**src/rtl/coef_port_pkg.sv**
```systemverilog
// Package: shared constants and state type for the serial coefficient port.
// Assumes the frame layouts fixed by the host protocol (flag, address, data).
package coef_port_pkg;

    localparam int BYTE_W     = 8;
    localparam int FLAG_W     = 1;
    localparam int NARROW_AW  = 8;
    localparam int NARROW_DW  = 8;
    localparam int WIDE_AW    = 6;
    localparam int WIDE_DW    = 16;
    localparam int BUS_AW     = NARROW_AW;
    localparam int NARROW_LEN = FLAG_W + NARROW_AW + NARROW_DW;
    localparam int WIDE_LEN   = FLAG_W + WIDE_AW + WIDE_DW;
    localparam int MAX_LEN    = (WIDE_LEN > NARROW_LEN) ? WIDE_LEN : NARROW_LEN;
    localparam int CNT_W      = $clog2(MAX_LEN + 2);
    localparam int OUT_W      = (WIDE_DW > NARROW_DW) ? WIDE_DW : NARROW_DW;

    typedef enum logic [2:0] {
        SQ_IDLE,
        SQ_WR_LO,
        SQ_WR_HI,
        SQ_RD_FIRST,
        SQ_RD_SECOND,
        SQ_CAPTURE
    } seq_state_t;

endpackage

```
**src/rtl/coef_sync.sv**
```systemverilog
// Module: multi-stage synchronizer for asynchronous host lines.
// Assumes each input is stable for several system clocks between changes.
module coef_sync #(
    parameter int W      = 3,
    parameter int STAGES = 2
) (
    input  logic         clk,
    input  logic         rst_n,
    input  logic [W-1:0] async_in,
    output logic [W-1:0] lvl
);
    logic [STAGES-1:0][W-1:0] pipe;

    // Shift the raw inputs through the synchronizer chain.
    always_ff @(posedge clk) begin
        if (!rst_n) pipe <= '0;
        else        pipe <= {pipe[STAGES-2:0], async_in};
    end

    assign lvl = pipe[STAGES-1];
endmodule

```
**src/rtl/coef_edge_det.sv**
```systemverilog
// Module: per-bit rising and falling edge detector on synchronized levels.
// Assumes inputs are already in the clk domain.
module coef_edge_det #(
    parameter int W = 1
) (
    input  logic         clk,
    input  logic         rst_n,
    input  logic [W-1:0] lvl,
    output logic [W-1:0] rise,
    output logic [W-1:0] fall
);
    logic [W-1:0] prev;

    // Remember last cycle's level for edge comparison.
    always_ff @(posedge clk) begin
        if (!rst_n) prev <= '0;
        else        prev <= lvl;
    end

    for (genvar g = 0; g < W; g++) begin : g_bit
        assign rise[g] = lvl[g] & ~prev[g];
        assign fall[g] = ~lvl[g] & prev[g];
    end
endmodule

```
**src/rtl/coef_frame_rx.sv**
```systemverilog
// Module: counts and shifts incoming serial bits, decodes read requests at the
// end of the address phase and write requests on the enable rising edge.
// Assumes mode_wide is static while a frame is in flight.
module coef_frame_rx
    import coef_port_pkg::*;
(
    input  logic              clk,
    input  logic              rst_n,
    input  logic              bit_rise,
    input  logic              en_lvl,
    input  logic              din,
    input  logic              wide,
    output logic              en_rise,
    output logic [CNT_W-1:0]  cnt,
    output logic              rd_req,
    output logic              wr_req,
    output logic [BUS_AW-1:0] req_addr,
    output logic [OUT_W-1:0]  wr_data
);
    logic               en_prev;
    logic [MAX_LEN-1:0] shreg;
    logic [CNT_W-1:0]   flen;
    logic [CNT_W-1:0]   alen;
    logic               addr_last;
    logic               rd_flag;
    logic [BUS_AW-1:0]  rd_addr;
    logic               cm_flag;
    logic [BUS_AW-1:0]  cm_addr;
    logic [OUT_W-1:0]   cm_data;
    logic               frame_full;

    assign flen = wide ? CNT_W'(WIDE_LEN) : CNT_W'(NARROW_LEN);
    assign alen = wide ? CNT_W'(WIDE_AW)  : CNT_W'(NARROW_AW);

    // Track the enable level to find its rising edge.
    always_ff @(posedge clk) begin
        if (!rst_n) en_prev <= 1'b0;
        else        en_prev <= en_lvl;
    end
    assign en_rise = en_lvl & ~en_prev;

    // Shift bits in and count them; the enable edge wins over a bit edge.
    always_ff @(posedge clk) begin
        if (!rst_n) begin
            cnt   <= '0;
            shreg <= '0;
        end else if (en_rise) begin
            cnt <= '0;
        end else if (bit_rise) begin
            shreg <= {shreg[MAX_LEN-2:0], din};
            if (cnt != '1) cnt <= cnt + 1'b1;
        end
    end

    // Address-phase decode: incoming bit is the last address bit.
    assign addr_last = bit_rise && !en_rise && (cnt == alen);
    assign rd_flag   = wide ? shreg[WIDE_AW-1] : shreg[NARROW_AW-1];
    assign rd_addr   = wide ? {{(BUS_AW-WIDE_AW){1'b0}}, shreg[WIDE_AW-2:0], din}
                            : {shreg[NARROW_AW-2:0], din};

    // Commit decode at the enable edge from the completed frame.
    assign frame_full = (cnt == flen);
    assign cm_flag = wide ? shreg[WIDE_LEN-1] : shreg[NARROW_LEN-1];
    assign cm_addr = wide ? {{(BUS_AW-WIDE_AW){1'b0}}, shreg[WIDE_DW +: WIDE_AW]}
                          : shreg[NARROW_DW +: NARROW_AW];
    assign cm_data = wide ? shreg[WIDE_DW-1:0]
                          : {{(OUT_W-NARROW_DW){1'b0}}, shreg[NARROW_DW-1:0]};

    // Register read and write requests toward the bus sequencer.
    always_ff @(posedge clk) begin
        if (!rst_n) begin
            rd_req   <= 1'b0;
            wr_req   <= 1'b0;
            req_addr <= '0;
            wr_data  <= '0;
        end else begin
            rd_req <= addr_last && rd_flag;
            wr_req <= en_rise && frame_full && !cm_flag;
            if (addr_last && rd_flag) begin
                req_addr <= rd_addr;
            end else if (en_rise && frame_full && !cm_flag) begin
                req_addr <= cm_addr;
                wr_data  <= cm_data;
            end
        end
    end

    AST_CNT_CLEARED: assert property (@(posedge clk) disable iff (!rst_n)
        en_rise |=> (cnt == '0));
    AST_WRITE_ONLY_FULL: assert property (@(posedge clk) disable iff (!rst_n)
        wr_req |-> ($past(en_rise) && ($past(cnt) == $past(flen))));
    AST_BIT_COUNTED: assert property (@(posedge clk) disable iff (!rst_n)
        (bit_rise && !en_rise && (cnt < flen)) |=> (cnt == $past(cnt) + 1'b1));
    AST_REQ_EXCLUSIVE: assert property (@(posedge clk) disable iff (!rst_n)
        !(rd_req && wr_req));
endmodule

```
**src/rtl/coef_bus_seq.sv**
```systemverilog
// Module: turns decoded requests into byte-wide register bus cycles and
// gathers read bytes for the serial return path.
// Assumes storage returns bus_rdata one cycle after bus_re, and that requests
// arrive only while idle (guaranteed by serial timing).
module coef_bus_seq
    import coef_port_pkg::*;
(
    input  logic              clk,
    input  logic              rst_n,
    input  logic              wr_req,
    input  logic              rd_req,
    input  logic              wide,
    input  logic [BUS_AW-1:0] req_addr,
    input  logic [OUT_W-1:0]  wr_data,
    input  logic [BYTE_W-1:0] bus_rdata,
    output logic [BUS_AW-1:0] bus_addr,
    output logic [BYTE_W-1:0] bus_wdata,
    output logic              bus_we,
    output logic              bus_re,
    output logic              load,
    output logic [OUT_W-1:0]  load_data
);
    seq_state_t        state, state_nx;
    logic [BUS_AW-1:0] a_q;
    logic [OUT_W-1:0]  d_q;
    logic              wide_q;
    logic [BYTE_W-1:0] hi_q;

    // Choose the next bus step from the current step and new requests.
    always_comb begin
        state_nx = state;
        case (state)
            SQ_IDLE:      if (wr_req) state_nx = SQ_WR_LO;
                          else if (rd_req) state_nx = SQ_RD_FIRST;
            SQ_WR_LO:     state_nx = wide_q ? SQ_WR_HI : SQ_IDLE;
            SQ_WR_HI:     state_nx = SQ_IDLE;
            SQ_RD_FIRST:  state_nx = wide_q ? SQ_RD_SECOND : SQ_CAPTURE;
            SQ_RD_SECOND: state_nx = SQ_CAPTURE;
            SQ_CAPTURE:   state_nx = SQ_IDLE;
            default:      state_nx = SQ_IDLE;
        endcase
    end

    // Advance the step and latch request fields and the first read byte.
    always_ff @(posedge clk) begin
        if (!rst_n) begin
            state  <= SQ_IDLE;
            a_q    <= '0;
            d_q    <= '0;
            wide_q <= 1'b0;
            hi_q   <= '0;
        end else begin
            state <= state_nx;
            if (state == SQ_IDLE && (wr_req || rd_req)) begin
                a_q    <= req_addr;
                d_q    <= wr_data;
                wide_q <= wide;
            end
            if (state == SQ_RD_SECOND) hi_q <= bus_rdata;
        end
    end

    // Drive the register bus for the current step.
    always_comb begin
        bus_we    = 1'b0;
        bus_re    = 1'b0;
        bus_addr  = a_q;
        bus_wdata = d_q[BYTE_W-1:0];
        load      = 1'b0;
        load_data = wide_q ? {hi_q, bus_rdata}
                           : {bus_rdata, {(OUT_W-BYTE_W){1'b0}}};
        case (state)
            SQ_WR_LO: begin
                bus_we   = 1'b1;
                bus_addr = wide_q ? {a_q[BUS_AW-2:0], 1'b0} : a_q;
            end
            SQ_WR_HI: begin
                bus_we    = 1'b1;
                bus_addr  = {a_q[BUS_AW-2:0], 1'b1};
                bus_wdata = d_q[OUT_W-1 -: BYTE_W];
            end
            SQ_RD_FIRST: begin
                bus_re   = 1'b1;
                bus_addr = wide_q ? {a_q[BUS_AW-2:0], 1'b1} : a_q;
            end
            SQ_RD_SECOND: begin
                bus_re   = 1'b1;
                bus_addr = {a_q[BUS_AW-2:0], 1'b0};
            end
            SQ_CAPTURE: load = 1'b1;
            default: ;
        endcase
    end

    AST_WE_RE_EXCLUSIVE: assert property (@(posedge clk) disable iff (!rst_n)
        !(bus_we && bus_re));
    AST_WIDE_WRITE_PAIR: assert property (@(posedge clk) disable iff (!rst_n)
        (bus_we && wide_q && !bus_addr[0]) |=> (bus_we && bus_addr == $past(bus_addr) + 1'b1));
    AST_NARROW_SINGLE_READ: assert property (@(posedge clk) disable iff (!rst_n)
        (bus_re && !wide_q) |=> !bus_re);
    AST_WIDE_READ_ORDER: assert property (@(posedge clk) disable iff (!rst_n)
        (bus_re && wide_q && bus_addr[0]) |=> (bus_re && bus_addr == $past(bus_addr) - 1'b1));
endmodule

```
**src/rtl/coef_dout_tx.sv**
```systemverilog
// Module: serial return shifter; presents the MSB after load and advances one
// bit on each ser_clk falling edge that follows a data-phase rising edge.
// Assumes the load lands before the falling edge after the last address bit.
module coef_dout_tx
    import coef_port_pkg::*;
(
    input  logic             clk,
    input  logic             rst_n,
    input  logic             bit_rise,
    input  logic             bit_fall,
    input  logic             en_rise,
    input  logic             wide,
    input  logic [CNT_W-1:0] cnt,
    input  logic             load,
    input  logic [OUT_W-1:0] load_data,
    output logic             ser_dout
);
    logic [OUT_W-1:0] sr;
    logic             pend;
    logic [CNT_W-1:0] flen;
    logic [CNT_W-1:0] dstart;
    logic             data_edge;

    assign flen      = wide ? CNT_W'(WIDE_LEN) : CNT_W'(NARROW_LEN);
    assign dstart    = wide ? CNT_W'(FLAG_W + WIDE_AW) : CNT_W'(FLAG_W + NARROW_AW);
    assign data_edge = bit_rise && !en_rise && (cnt >= dstart) && (cnt < flen);

    // Load, clear or shift the return register.
    always_ff @(posedge clk) begin
        if (!rst_n) begin
            sr   <= '0;
            pend <= 1'b0;
        end else if (en_rise) begin
            sr   <= '0;
            pend <= 1'b0;
        end else if (load) begin
            sr   <= load_data;
            pend <= 1'b0;
        end else if (bit_fall && pend) begin
            sr   <= {sr[OUT_W-2:0], 1'b0};
            pend <= 1'b0;
        end else if (data_edge) begin
            pend <= 1'b1;
        end
    end

    assign ser_dout = sr[OUT_W-1];

    AST_DOUT_CLEARED: assert property (@(posedge clk) disable iff (!rst_n)
        en_rise |=> !ser_dout);
    AST_DOUT_STEADY: assert property (@(posedge clk) disable iff (!rst_n)
        (!bit_fall && !load && !en_rise) |=> $stable(ser_dout));
endmodule

```
**src/rtl/coef_serial_port.sv**
```systemverilog
// Module: top of the serial coefficient register port. Synchronizes host
// lines, decodes frames and drives the byte-wide register bus.
// Assumes each ser_clk phase lasts at least 8 clk cycles.
module coef_serial_port
    import coef_port_pkg::*;
#(
    parameter int SYNC_STAGES = 2
) (
    input  logic              clk,
    input  logic              rst_n,
    input  logic              ser_clk,
    input  logic              ser_en,
    input  logic              ser_din,
    input  logic              mode_wide,
    output logic              ser_dout,
    output logic [BUS_AW-1:0] bus_addr,
    output logic [BYTE_W-1:0] bus_wdata,
    output logic              bus_we,
    output logic              bus_re,
    input  logic [BYTE_W-1:0] bus_rdata
);
    localparam int LINES = 3;

    logic [LINES-1:0]  lvl;
    logic              bit_rise, bit_fall, en_rise;
    logic [CNT_W-1:0]  cnt;
    logic              rd_req, wr_req, load;
    logic [BUS_AW-1:0] req_addr;
    logic [OUT_W-1:0]  wr_data, load_data;

    coef_sync #(.W(LINES), .STAGES(SYNC_STAGES)) i_sync (
        .clk(clk), .rst_n(rst_n),
        .async_in({ser_din, ser_en, ser_clk}), .lvl(lvl)
    );

    coef_edge_det #(.W(1)) i_clk_edge (
        .clk(clk), .rst_n(rst_n), .lvl(lvl[0]),
        .rise(bit_rise), .fall(bit_fall)
    );

    coef_frame_rx i_rx (
        .clk(clk), .rst_n(rst_n), .bit_rise(bit_rise), .en_lvl(lvl[1]),
        .din(lvl[2]), .wide(mode_wide), .en_rise(en_rise), .cnt(cnt),
        .rd_req(rd_req), .wr_req(wr_req), .req_addr(req_addr), .wr_data(wr_data)
    );

    coef_bus_seq i_seq (
        .clk(clk), .rst_n(rst_n), .wr_req(wr_req), .rd_req(rd_req),
        .wide(mode_wide), .req_addr(req_addr), .wr_data(wr_data),
        .bus_rdata(bus_rdata), .bus_addr(bus_addr), .bus_wdata(bus_wdata),
        .bus_we(bus_we), .bus_re(bus_re), .load(load), .load_data(load_data)
    );

    coef_dout_tx i_tx (
        .clk(clk), .rst_n(rst_n), .bit_rise(bit_rise), .bit_fall(bit_fall),
        .en_rise(en_rise), .wide(mode_wide), .cnt(cnt), .load(load),
        .load_data(load_data), .ser_dout(ser_dout)
    );

    AST_WRITE_AFTER_ENABLE: assert property (@(posedge clk) disable iff (!rst_n)
        $rose(bus_we) |-> $past(wr_req));
endmodule

```
**config.mk**
```make
export PLATFORM = sky130hd
export DESIGN_NAME = coef_serial_port
export DESIGN_NICKNAME = d
export VERILOG_FILES = /design/src/rtl/coef_port_pkg.sv /design/src/rtl/coef_sync.sv /design/src/rtl/coef_edge_det.sv /design/src/rtl/coef_frame_rx.sv /design/src/rtl/coef_bus_seq.sv /design/src/rtl/coef_dout_tx.sv /design/src/rtl/coef_serial_port.sv
export SDC_FILE = /design/constraint.sdc
export NUM_CORES = 1
export LEC_CHECK = 0
export ABC_AREA = 0
export BUFFER_PORTS_ARGS = -buffer_cell sky130_fd_sc_hd__buf_4
export CORE_MARGIN = 1.5
export CORE_UTILIZATION = 55
export CTS_CLUSTER_SIZE = 20
export DETAILED_ROUTE_END_ITERATION = 6
export GPL_TIMING_DRIVEN = 0
export PLACE_DENSITY = 0.76
export SYNTH_ARGS = -nofsm -noshare
export SYNTH_HDL_FRONTEND = slang
export SYNTH_HIERARCHICAL = 1
export SYNTH_SLANG_ARGS = --single-unit
```
**constraint.sdc**
```tcl
create_clock -name clk -period 1.8 [get_ports clk]
set_input_delay 0.09 -clock clk [delete_from_list [all_inputs] [get_ports clk]]
set_output_delay 0.09 -clock clk [all_outputs]
set_load 0.02 [all_outputs]
```
### Yosys cells after proc, flatten, opt, wreduce, memory -nomap -nowiden

Index checks and enable logic that the tools add are counted.

* flip-flop bits (word level): 115
* bits of input ports: 14
* logic and storage cells: 85

* $add $sub $neg: 1
* $lt $le $gt $ge: 2
* equal/unequal tests: 9
* muxes and demuxes: 25
* bitwise operators: 9
* reductions and logical operators: 22

Operator list (number)
* 16-bit two-way mux: 4
* 8-bit two-way mux: 7
* 8-bit one-hot mux with 4 select lines: 1
* 3-bit one-hot mux with 4 select lines: 1
* 5-bit equality test: 2
* 1-bit logical AND: 9
* 3-bit two-way mux: 3
* 4-bit two-way mux: 2
* 3-bit by 2-bit equality test with 1-bit output, second input constant: 2
* 3-bit equality test, second input constant: 2
* 1-bit two-way mux: 6
* 1-bit inverter: 6
* 2-bit AND reduction: 3
* 2-bit OR reduction: 3
* 5-bit by 1-bit adder with 5-bit output, second input constant: 1
* 5-bit >= comparator: 1
* 5-bit less-than comparator: 1
* 5-bit inequality test, second input constant: 1
* 2-bit nonzero test: 2
* 4-bit OR reduction: 1
* 1-bit bitwise AND: 3
* 3-bit by 1-bit equality test with 1-bit output, second input constant: 1
* 3-bit zero test: 1
* 3-bit inequality test, second input constant: 1
* other kinds (3): 4

### Logic depth before layout (Yosys ltp)

Gate-level depths: netlist of run 1.

* depth after elaboration: 8
* mapped depth: 8
* depth with buffers taken out: 7

### Hierarchy

Netlist of run 1, hierarchy kept.

Modules (own cells, without submodules)
* coef_frame_rx: times used 1, cells each 258, area each 2326.0 µm², sequential area each 1101.1 µm²
* coef_bus_seq: times used 1, cells each 224, area each 2010.7 µm², sequential area each 720.7 µm²
* coef_dout_tx: times used 1, cells each 106, area each 938.4 µm², sequential area each 340.3 µm²
* coef_sync: times used 1, cells each 15, area each 180.2 µm², sequential area each 120.1 µm²
* coef_edge_det: times used 1, cells each 4, area each 38.8 µm², sequential area each 20.0 µm²

### Least setup slack after synthesis of run 1

OpenSTA, ideal clock, no wires.

* kind: register -> register
* from: reg i_rx.cnt[1]
* to: reg i_rx.req_addr[3]
* setup time: 123 ps
* arrival time: 1724 ps
* data required time: 1677 ps
* slack: -47 ps
* cell stages (with the launch flop): 6
* path buffers: 1
* clock period less this slack: 1847 ps
* cell sequence: dfxtp_1 > or4_4 > a2111o_1 > clkbuf_1 > nand3_1 > a21boi_1

* word-level cells in the longest chain between the ends: 4
* elaborated cells between the ends (all ways): 8
* those cells by class: 2 x eq/ne; 1 x mux; 5 x reduce/logical

Ends and longest elaborated chain
* from (decl): line coef_frame_rx.sv:14 `output logic [CNT_W-1:0] cnt,`
* from (signal assigned): line coef_frame_rx.sv:51 `if (cnt != '1) cnt <= cnt + 1'b1;`
* 5-bit equality test, on equally long branches: line coef_frame_rx.sv:56, coef_frame_rx.sv:62
* 1-bit logical AND, on equally long branches: line coef_frame_rx.sv:56, coef_frame_rx.sv:81
* 1-bit logical AND, on equally long branches: line coef_frame_rx.sv:79, coef_frame_rx.sv:81
* 8-bit two-way mux / 2-bit nonzero test (equally long branches)
* to (signal assigned): line coef_frame_rx.sv:80 `req_addr <= rd_addr;`
* to (signal assigned): line coef_frame_rx.sv:82 `req_addr <= cm_addr;`
* to (decl): line coef_frame_rx.sv:17 `output logic [BUS_AW-1:0] req_addr,`

Several ways; a longest one is shown, not always the timed one.
A chain may end at the register's enable or synchronous reset.

### Worst setup path after layout of run 1

* from: reg i_seq.state[0]
* to: out bus_wdata[0]

* word-level cells in the longest chain between the ends: 2

Ends and longest elaborated chain
* from (decl): line coef_bus_seq.sv:23 `seq_state_t state, state_nx;`
* from (signal assigned): line coef_bus_seq.sv:53 `state <= state_nx;`
* 3-bit by 2-bit equality test with 1-bit output: line coef_bus_seq.sv:72 `case (state)`
* 8-bit two-way mux: line coef_bus_seq.sv:72
* to (decl): line coef_serial_port.sv:17 `output logic [BYTE_W-1:0] bus_wdata,`

Every way passes these cells.

==> results.md, run 1 <==
- The run finished, with violations left.
- The checks that failed: negative setup slack.
- Following the worst setup path forward leads to its endpoint at bus_wdata[0].
- The clock transition time at the flip-flop clock pins of the worst setup and hold paths is 60 ps.
- The placement row count is 36.
- The number of optimization iterations in the first detailed-route pass is 4.
- In this design, the largest share of critical-path delay is due to buffers and inverters.
- Synthesis inferred 115 register bits.
- The final layout contains routed wiring with a total length of 14,200 um.
- Dividing the synthesized area by the synthesized cell count gives 9.05 um2.
- In this run the worst path has a maximum fanout of 8.
- The maximum vdd ir drop is 0.628 mV.
- The worst pin sits at a relative slew slack of 53.8%.
- Dividing the detail-routed wire length by the instance count gives 17.0 um.
- The buffer cell driving the clock tree root is clkbuf_8.
- Internal power comes to 4820 uW.
- The post-synthesis share of cell area spent on full adders, half adders and majority gates is 1.14%.
- The final-report hold violation count is 0.
- After synthesis, the cell types taking the most area are dfxtp_1 (42%), nand2_1 (8.7%), mux2i_1 (6.7%), mux2_2 (4.5%), a21boi_0 (4.0%).
- The library cell contributing the largest single delay on the critical path is dfxtp_4.
- Setup repair after global routing could not meet its margin everywhere.
- The synthesized netlist occupies a cell area of 0.00549 mm2.
- Setup total negative slack on the finished layout was measured at -3060 ps.
- TritonCTS built the clock tree.
- The count of pins over their slew limit is 0.
- The number of H-tree levels is 4.
- In the final layout, the share of cells above drive strength 1 is 30.7%.
- The number of vias in the routed layout is 4,722.
- The initial antenna violation count was 0.
- The total stage count of the critical path is 5.
- The net count of the finished layout is 713.
- The worst-case clock skew is 9.59 ps.
- The area share of the leading cell type in the synthesized netlist is 41.9%.
- The mux share of post-synthesis cell area is 11.3%.
- The number of violations of the max-capacitance limit is 0.
- The Yosys step of the flow raised 6 warnings.
- The critical path starts at i_seq/state[0].
- Summing the areas of all and, or, nand and nor instances in the mapped netlist gives 24.8% of the synthesized area.
- The final weighted congestion in routability-driven placement is 0.858.
- The die covers 0.0106 mm2.
- The clock share of power is 54.9%.
- Dividing the final minimum period by the clock period gives 107%.
- The number of different library cells used by synthesis comes to 54.
- The total power density per cell area is 840 mW/mm2.
- The boundary pin count is 33.
- The worst slack after detailed placement is -301 ps.
- The area share of xor/xnor cells in the synthesized design is 0.638%.
- The worst setup margin is -133 ps.
- Ranked by instance count, the synthesized netlist is headed by nand2_1 (128), dfxtp_1 (115), mux2i_1 (37).
- The filler cells instantiated in the layout total 670.
- The layout-stage area growth over the synthesis result is 32.9%.
- The total congestion overflow after global routing is 0.
- In this run, the number of DRC markers left after iteration 0 of detailed routing was 247.
- The synthesized design contains 0 enable-type register cells.
- Entering global routing, the biggest net connects 17 pins.
- The worst reg-to-reg path cell count is 5.
- In this run, CTS created clock tree buffers numbering 17.
- The area of the core region is 0.00973 mm2.
- The static leakage power is 0.00267 uW.
- The area fraction in compound gates after synthesis is 14.6%.
- The sequential fraction of design power is 41.7%.
- After synthesis, the largest family of logic cells by area is simple AND/OR/NAND/NOR gates.
- Net switching is 21.3% of the power.
- The flip-flop cell with the highest count after synthesis is dfxtp_1.
- The worst hold path class is input port to flop.
- The effective utilization at floorplan is 56.5%.
- The timing-limited maximum frequency is 517 MHz.
- The DRC violation count after routing is 0.
- Of the total power, combinational logic draws 3.4%.
- The half-perimeter wire length after detailed placement is 8690 um.
- The setup path with the least slack is of type flop to output pin.
- Yosys instantiated no cell more often than nand2_1.
- The synthesized net count is 626.
- The endpoint identified for the worst register-to-register timing path is i_rx/wr_data[1].
- The minimum setup slack among reg-to-reg paths is -90 ps.
- The number of antenna diodes in the final layout is 0.
- For the worst setup path, the data required time is 1710 ps.
- The clock latency reported for the late side of the worst-skew pair is 520 ps.
- In this run the critical register-to-register path is launched from i_rx/shreg[16].
- Using the TritonRoute via totals, the vias-per-cell ratio works out to 5.63.
- For the worst setup path, the data arrival time is 1840 ps.
- In the synthesized netlist the async set-or-reset flop fraction comes to 0%.
- The switching power summed over all nets is 1300 uW.
- Subtracting the final worst setup slack from the clock period gives 1930 ps.
- Summed over all instances, the cell type with the most area after synthesis is dfxtp_1.
- On the worst path, the slowest cell contributes a delay of 350 ps.
- The signal on the critical path passes through buf_8 -> nor3b_4 -> buf_12 -> mux2_4 -> buf_6.
- The total global-route track usage is 26.2%.
- The startpoint of the tightest hold check path is mode_wide.
- The remaining number of nets flagged by the antenna check after routing is 0.
- From left edge to right edge, the die measures 103 um.
- For the pin with the worst max-slew slack, the measured transition is 689 ps.
- The critical path contains buffers and inverters numbering 3 combined.
- In the synthesized netlist, the number of instances is 607.
- Sequential elements use 41.9% of the synthesized area.
- The wire length of the first global-routing pass is 21,400 um.
- The count of buffers inserted at the top-level ports is 32.
- Setup violations remaining at the end of the flow were counted as 40.
- The number of global-route vias before repair is 4,409.
- The chip height is 103 um.
- No sink is reached through more buffers than the 2 on the longest clock path.
- The endpoint class of the critical path is an output pin.
- STA classifies the critical path startpoint as a flop.
- The clock drives 115 sinks.
-- metrics by stage --
stage          hold slack (ps)  instance area, um2  power (uW)  utilization, %  cells
2_1_floorplan              212                5500        2730               -    607
3_5_place_dp               298                5910        2790            60.7    772
4_1_cts                    111                7010        6140            72.0    835
5_1_grt                    157                7300        6310            75.0    839
3_3_place_gp               295                5910        2780            60.7    772
6_report                   126                7300        6130            75.0    839
-- power by group through the flow --
stage                     Combinational, uW  Clock, uW  Sequential [uW]
final                                   211       3360             2550
after global routing                    228       3530             2550
after detailed placement                173          0             2620
after CTS                               203       3380             2550
after global placement                  169          0             2610
after floorplan                         112          0             2610
-- layout by cell type (no fill, tap or decap), types with 7 or more instances in the layout --
cell           count
nand2_1          111
dfxtp_1          108
mux2i_1           37
buf_4             33
buf_6             33
nor2b_1           32
a21boi_0          23
and2_1            21
nor3_1            21
a211oi_1          18
clkbuf_16         17
dlygate4sd3_1     16
clkbuf_1          16
a21boi_1          16
mux2_2            14
nand2_2           12
nor2_1             9
and3_2             9
mux2_4             8
and3_1             7
nand3_2            7
-- sequential cells by signal, indices dropped and copies added (netlist names), 5 cells and up --
| name | flops |
|---|---|
| i_rx/cnt | 5 |
| i_rx/req_addr | 8 |
| i_rx/shreg | 23 |
| i_rx/wr_data | 16 |
| i_seq/a_q | 8 |
| i_seq/d_q | 16 |
| i_seq/hi_q | 8 |
| i_tx/sr | 16 |
-- cell families (layout without fill, tap and decap cells) --
group | Yosys count | after routing
multiplexers | 59 | 59
XOR/XNOR | 4 | 4
buffers and inverters | 54 | 153
AND/OR/NAND/NOR | 268 | 268
adder cells (fa/ha/maj) | 5 | 5
flip-flops | 115 | 115
AO/OA/AOI/OAI | 102 | 102
-- worst register-to-register path, cell delays in order (launching register included) --
cell and delay (ps):
dfxtp_2 320, or4_4 550, a2111o_2 570, clkbuf_16 220, nand2_2 60, a21boi_1 60
-- how the worst min path moves through the flow --
| stage | endpoint | cells after the start | slack, ps |
|---|---|---|---|
| after global routing | i_tx/pend | 5 | 160 |
| after detailed placement | i_sync/pipe[1] | 2 | 300 |
| after global placement | i_sync/pipe[1] | 2 | 300 |
| after CTS | i_tx/pend | 5 | 110 |
| after floorplan | i_sync/lvl[0] | 1 | 210 |
| final | i_tx/pend | 5 | 130 |
-- metal layers --
metal	global-route usage, %	routed length (um)	part of all wire (%)
met1	34.3	6620	46
met2	42.3	6820	48
met3	5.83	519	3.6
met4	10.2	270	1.9
met5	0	0	0
-- timing repair --
action | 4_1_cts | 5_1_grt
gates resized for setup | 71 | 77
endpoints found under the hold margin | 18 | 0
pin swaps | 17 | 37
hold buffers | 16 | 0
setup endpoints to repair | 81 | 76
setup buffers | 14 | 4
gates cloned | 3 | 1
-- layout make-up --
class	count	area, um2	share of cell area [%]
Multi-Input combinational cell	438	3160	43.3
Clock inverter	12	158	2.16
Clock buffer	19	442	6.05
Sequential cell	115	2320	31.8
Timing Repair Buffer	70	682	9.34
Inverter	4	15.0	0.206
Buffer	48	354	4.85
Tap cell	133	166	2.28
Note: power is estimated with default switching activity, not from simulation.
==> run 2, diff against run 1 <==
CORE_UTILIZATION = 60   (was 55)
PLACE_DENSITY = 0.79   (was 0.76)
clock period = 2.1 ns   (was 1.8 ns; I/O delays follow)
==> run 2 against run 1 <==
Against the previous run: the flow finishes with violations (design-rule violations); count of clock-buffer cells in the layout grew 1; highest routed layer unchanged; sequential share of layout area grew 2.1 points; clock skew is 4.7 ps higher; clock power decreased by 6%; total power decreased by 9.7%; final area shrank 6.9%; critical path type is now flop to flop; cell count fell by 4.4%.
==> results.md, run 2 (synthesized netlist as in run 1, its figures left out) <==
- The number of optimization iterations in the first detailed-route pass is 7.
- The final weighted congestion in routability-driven placement is 0.849.
- After detailed routing, the number of remaining DRC violations is 5.
- The worst hold path class is input port to flop.
- The floorplan step defined a die boundary enclosing 0.00974 mm2.
- The maximum vdd ir drop is 0.617 mV.
- The first routing iteration left 343 violations.
- The number of sinks on the clock net is 115.
- The ratio of routed vias to standard cells is 5.85.
- The half-perimeter wire length after detailed placement is 8660 um.
- The critical path class is flop to flop.
- The number of buffers on the longest clock path is 2.
- The worst setup margin is 34.3 ps.
- The number of violations of the max-capacitance limit is 0.
- The final-report hold violation count was 0.
- Measured in cells, the most critical reg-to-reg path has a length of 6.
- The CTS tree is yes.
- At the placement stage, the worst setup path has a slack of -174 ps.
- The worst register-to-register path begins at i_rx/cnt[1].
- The clock transition time at the flip-flop clock pins of the worst setup and hold paths is 60 ps.
- The final critical delay including setup and external delays is 2070 ps.
- The capture endpoint of the worst hold path is i_seq/hi_q[4].
- The remaining number of nets flagged by the antenna check after routing is 0.
- The flow ran to the end, but the final reports show violations.
- The initial antenna violation count is 0.
- The final-layout fill cell count is 588.
- Headroom to the max-slew limit came out at 53.7%.
- The worst hold path was traced through 4 stages.
- The data arrival time of the critical path is 2510 ps.
- The fraction of final layout cells sized beyond drive strength 1 is 22.0%.
- Among all stages on the critical path, the largest delay is contributed by or4_4.
- The first global-routing pass estimated 21,900 um of wire.
- The number of vias in the routed layout is 4,690.
- In this run the standard cell core region covers 0.00881 mm2.
- The layout-stage area growth over the synthesis result is 23.8%.
- The largest net degree at the start of global routing is 17.
- The placement row count is 34.
- The timing-limited maximum frequency is 484 MHz.
- The clock buffer count from CTS is 17.
- Setup violations remaining at the end of the flow were counted as 0.
- The finished layout holds 802 standard cells, fillers aside.
- The number of flip-flops under the largest register name is 23.
- The per-cell routed wire length is 16.6 um.
- The library cells used most frequently in the layout, excluding fill and tap cells, are nand2_1 (128), dfxtp_1 (114), buf_4 (44).
- The chip height is 98.7 um.
- For this design the ratio of total power to cell area is 814 mW/mm2.
- The number of buffers and inverters on the critical path is 2.
- STA puts the critical path data required time at 2540 ps.
- The worst setup path is launched from a flop.
- i_rx/shreg holds more flip-flops than any other register.
- The startpoint of the tightest hold check path is bus_rdata[4].
- Walking the worst path, the cells encountered are or4_4 -> a2111oi_4 -> buf_4 -> buf_6 -> nand4_1 -> a21boi_1.
- The cell class contributing the biggest share of worst-path delay is simple AND/OR/NAND/NOR gates.
- The worst-case clock skew is 14.3 ps.
- Global routing finished with a remaining overflow of 0.
- The count of pins over their slew limit is 0.
- The endpoint identified for the worst register-to-register timing path is i_rx/wr_data[14].
- The static leakage power is 0.00254 uW.
- The number of global-route vias before repair is 4,428.
- At the pin with the least slew margin, the transition time is 689 ps.
- The antenna diode instance count is 0.
- In this run the number of H-tree levels came out at 4.
- The largest driver fanout on the critical path is 10.
- The commonest non-fill, non-tap cell in the layout is nand2_1.
- The final cycle utilization of the critical path is 98.4%.
- The count of buffers inserted at the top-level ports is 32.
- The highest cell delay on the worst timing path is 570 ps.
- For this configuration, the core starts out at a cell density of 62.4%.
- The endpoint class of the critical path is a flop.
- The minimum setup slack among reg-to-reg paths is 30 ps.
- The total placed cells including tap cells is 747.
- The final reports fail on design-rule violations.
- The clock latency reported for the late side of the worst-skew pair is 510 ps.
- The total detailed-routing wirelength is 13,300 um.
- CTS placed an instance of clkbuf_8 at the clock tree root.
- The boundary pin count is 33.
- The floorplan step set the die width to 98.7 um.
- At the end of the flow, the number of nets in the layout was 700.
- In the global route stage, overall resource usage came out at 28.3%.
==> run 2: cell types whose count changed in the layout (fill, tap and decap cells not counted), moves of 7 or more <==
cell	previous run	this run
buf_4	33	44
buf_6	33	10
nand2_1	111	128
mux2_4	8	0
nand3_2	7	0
nand2_2	12	1
nand3_1	5	12
mux2_2	14	22
==> run 2: worst max path at each step <==
stage | endpoint | slack [ps] | cells past startpoint | start
2_1_floorplan | i_rx/req_addr[3] | 250 | 5 | i_rx/cnt[1]
3_3_place_gp | i_tx/sr[5] | -200 | 6 | i_seq/state[0]
3_5_place_dp | i_tx/sr[5] | -170 | 6 | i_seq/state[0]
4_1_cts | bus_addr[2] | 20 | 5 | i_seq/state[2]
5_1_grt | i_rx/wr_data[10] | -20 | 6 | i_rx/cnt[1]
6_report | i_rx/wr_data[14] | 30 | 6 | i_rx/cnt[1]
==> run 2: per-stage QoR <==
stage	setup TNS, ps	hold WS [ps]	util, %	power, uW	cell area (um2)
2_1_floorplan	0	227	-	2340	5490
3_3_place_gp	-2200	309	66.7	2390	5870
3_5_place_dp	-1910	311	66.7	2390	5870
4_1_cts	0	406	76.5	5560	6740
5_1_grt	-26.2	419	77.2	5680	6800
6_report	0	415	77.2	5540	6800
==> run 2: final cells by class <==
class / instances / area [um2] / area share [%]
buffer: 50 / 323 / 4.75
clock buffer: 20 / 455 / 6.70
timing repair buffer: 55 / 465 / 6.84
clock inverter: 12 / 203 / 2.98
multi-input combinational: 438 / 2900 / 42.6
tap: 108 / 135 / 1.99
inverter: 4 / 15.0 / 0.221
sequential: 115 / 2300 / 33.9
==> run 2: tightest hold or removal path, delay by kind of cell <==
family / cells / cell delay [ps]
buf+inv: 2 / 630
simple gates: 1 / 100
mux: 1 / 60
==> run 2: report_power, final <==
group          internal, uW  switching, uW  total (uW)
registers              2190           4.37        2190
clock network          2140           1020        3170
logic                  82.7           93.4         176
==> run 2: what timing repair did <==
action | in CTS | in global routing
resized for setup | 9 | 12
hold endpoints to repair | 16 | 0
setup endpoints to repair | 40 | 40
pin swaps | 2 | 2
hold buffers | 16 | 0
buffers inserted | 1 | 6
==> run 2: routing by layer <==
layer | vias to the layer above | GRT usage (%) | wire (um)
met2 | 154 | 45.2 | 6240
met5 | - | 0 | 0
met4 | 0 | 11.2 | 248
li1 | 2251 | - | -
met1 | 2256 | 37.2 | 6170
met3 | 29 | 6.67 | 660
==> run 3, diff against run 2 <==
CELL_PAD_IN_SITES_DETAIL_PLACEMENT = 1   (was unset)
CELL_PAD_IN_SITES_GLOBAL_PLACEMENT = 2   (was unset)
CORE_UTILIZATION = 40   (was 60)
CTS_BUF_LIST = sky130_fd_sc_hd__clkbuf_2 sky130_fd_sc_hd__clkbuf_4 sky130_fd_sc_hd__clkbuf_8   (was unset)
PLACE_DENSITY = unset   (was 0.79)
PLACE_DENSITY_LB_ADDON = 0.1   (was unset)
==> run 3 against run 2 <==
Against the previous run: the run now ends clean; combinational power fell by 3%; global-route usage fell by 7.4 points; first-iteration DRC count fell by 38%; maximum frequency rose by 3.9%; sequential cell count did not move; setup slack improved by 77 ps; routed wire length rose by 6.7%; critical endpoint is now bus_addr[7].
==> results.md, run 3 (synthesized netlist as in run 1, its figures left out) <==
- The flow ran to the end, and the final reports show no timing, DRC or antenna violations.
- The first global-routing pass estimated 23,300 um of wire.
- For this run, the slowest stage of the critical path takes 440 ps.
- The total congestion overflow after global routing is 0.
- The worst reg2reg path endpoint is i_rx/req_addr[4].
- The worst-case clock skew is 10.9 ps.
- The initial antenna violation count is 0.
- Traced cell by cell, the critical path runs through buf_6 -> clkbuf_4 -> nor3_1 -> o21ai_0 -> o221a_2 -> buf_4.
- After detailed routing, the number of vias per cell comes to 5.18.
- The required time at the worst-slack endpoint is 2000 ps.
- The final weighted congestion in routability-driven placement is 0.786.
- The capturing element of the worst setup path is bus_addr[7].
- The count of pins over their slew limit is 0.
- The floorplan step defined a die boundary enclosing 0.0144 mm2.
- The chip height is 120 um.
- The total stage count of the critical path is 6.
- During placement, the flow inserted port buffers numbering 32.
- The initial DRC count is 211.
- The number of sinks on the clock net is 115.
- Across every metal layer, demand over resource in global routing totals 20.9%.
- TritonCTS built the clock tree.
- The minimum setup slack among reg-to-reg paths is 130 ps.
- The startpoint identified for the worst register-to-register timing path is i_rx/cnt[1].
- The final-report hold violation count is 0.
- The later pin in the worst-skew pair is clocked with a latency of 440 ps.
- The clock buffer count from CTS is 17.
- The analysis attributes to cell leakage a power of 0.00238 uW.
- The total negative setup slack is 0 ps.
- In the layout the commonest cells are nand2_1 (128), dfxtp_1 (115), buf_4 (42).
- For this run, the detailed router's first-pass iteration total came to 4.
- The critical path buffer and inverter count is 3.
- The number of flip-flops under the largest register name is 23.
- The maximum vdd ir drop is 0.327 mV.
- From left edge to right edge, the die measures 120 um.
- Dividing total power by cell area gives a power density of 639 mW/mm2.
- The type of origin of the critical path is a flop.
- The number of vias in the routed layout is 4,473.
- Setup repair after global routing left no endpoint under its margin.
- Pin placement for this block handled 33 I/O pins.
- The half-perimeter wire length after detailed placement is 10,200 um.
- After clock tree synthesis, the clock-pin slew on the worst setup and hold paths is 70 ps.
- The largest individual stage delay along the critical path comes from the cell dfxtp_1.
- Max-cap violations in this run came to 0.
- Entering global routing, the biggest net connects 17 pins.
- For this run, the share of the core covered by cells in the final layout is 48.9%.
- Hold is met by 29.0 ps.
- The number of nets in the finished design is 695.
- Timing would allow up to 503 MHz.
- The commonest non-fill, non-tap cell in the layout is nand2_1.
- The worst setup path is of the flop to output pin kind.
- The buffer cell driving the clock tree root is clkbuf_8.
- The number of buffers on the longest clock path is 2.
- The launching instance or port of the critical path is i_seq/state[0].
- The placement row count is 42.
- Setup violations remaining at the end of the flow were counted as 0.
- The min-delay analysis places its worst path in the category input port to flop.
- Once detail routing completed, the nets flagged for antenna violations numbered 0.
- The antenna diode instance count is 0.
- The cell class contributing the biggest share of worst-path delay is buffers and inverters.
- Counting I/O delays and the setup requirement, the final critical path takes 1990 ps.
- The largest driver fanout on the critical path is 10.
- The register with the highest flop count is i_rx/shreg.
- At the worst endpoint, the arrival time is 1880 ps.
- The clock tree synthesis step divided the H-tree into 4 levels.
- The endpoint class of the critical path is an output pin.
- The final layout contains routed wiring with a total length of 14,200 um.
- In the finished design, the share of the clock period the worst path needs comes to 94.7%.
- In the final layout, the share of cells above drive strength 1 is 21.9%.
- The effective utilization at floorplan is 41.2%.
- The filler cells instantiated in the layout total 1,570.
- In the final routed layout, each cell accounts on average for 16.4 um.
- The headroom to the max-slew limit is 53.0%.
- The worst reg-to-reg path cell count is 5.
- The DRC violation count after routing is 0.
- The number of global-route vias before repair came to 4,496.
- The core region is 0.0133 mm2.
- At the pin with the least slew margin, the transition time is 700 ps.
- From synthesis to final layout, the design area changed by 18.8%.
- The worst hold path passes through 2 cells.
[run 3: cell count changes in the layout (fill, tap and decap cells not counted), moves of 4 or more]
cell,before,now
bufinv_16,5,0
clkbuf_8,6,22
clkbuf_4,2,9
clkbuf_16,16,0
clkinv_4,4,0
dlygate4sd3_1,16,12
[run 3: worst min path at each step]
stage                       from             end  slack [ps]
after global placement    ser_en  i_sync/pipe[1]         310
after global routing       rst_n   i_sync/lvl[1]          20
after detailed placement  ser_en  i_sync/pipe[1]         310
after floorplan            rst_n   i_sync/lvl[0]         230
final                      rst_n   i_sync/lvl[2]          30
after CTS                  rst_n  i_sync/pipe[2]          10
[run 3: power breakdown]
part / internal, uW / total, uW / switching [uW]
logic: 77.9 / 171 / 92.7
clock network: 972 / 1810 / 838
registers: 2190 / 2190 / 4.49
[run 3: layout make-up]
type	count	area (um2)	area share, %
inverters	4	15.0	0.230
repair buffers	50	418	6.40
plain buffers	50	318	4.87
flip-flops and latches	115	2300	35.3
clock buffers	26	320	4.91
multi-input cells	438	2910	44.5
clock inverters	5	27.5	0.422
well taps	176	220	3.37
[run 3: timing repair]
action                     4_1_cts  5_1_grt
setup endpoints to repair       33       52
buffers inserted                 1        5
hold buffers                    12        0
pin swaps                        1        1
gates resized for setup          8       11
hold endpoints to repair        12        0
[run 3: metal layers]
metal | share of wire [%] | GRT usage (%) | wire length (um)
met4 | 1.1 | 6.47 | 157
met1 | 51 | 29.1 | 7290
met3 | 2.3 | 4.86 | 327
met5 | 0 | 0 | 0
met2 | 45 | 32.0 | 6430
[run 3: metrics by stage]
| stage | cell area, um2 | setup slack (ps) | std cells | total power (uW) |
|---|---|---|---|---|
| floorplan | 5490 | 253 | 607 | 2340 |
| global placement | 5950 | -366 | 815 | 2390 |
| detailed placement | 5950 | -338 | 815 | 2400 |
| CTS | 6470 | 13.2 | 859 | 4240 |
| global route | 6530 | 0.343 | 864 | 4360 |
| finish | 6530 | 112 | 864 | 4170 |
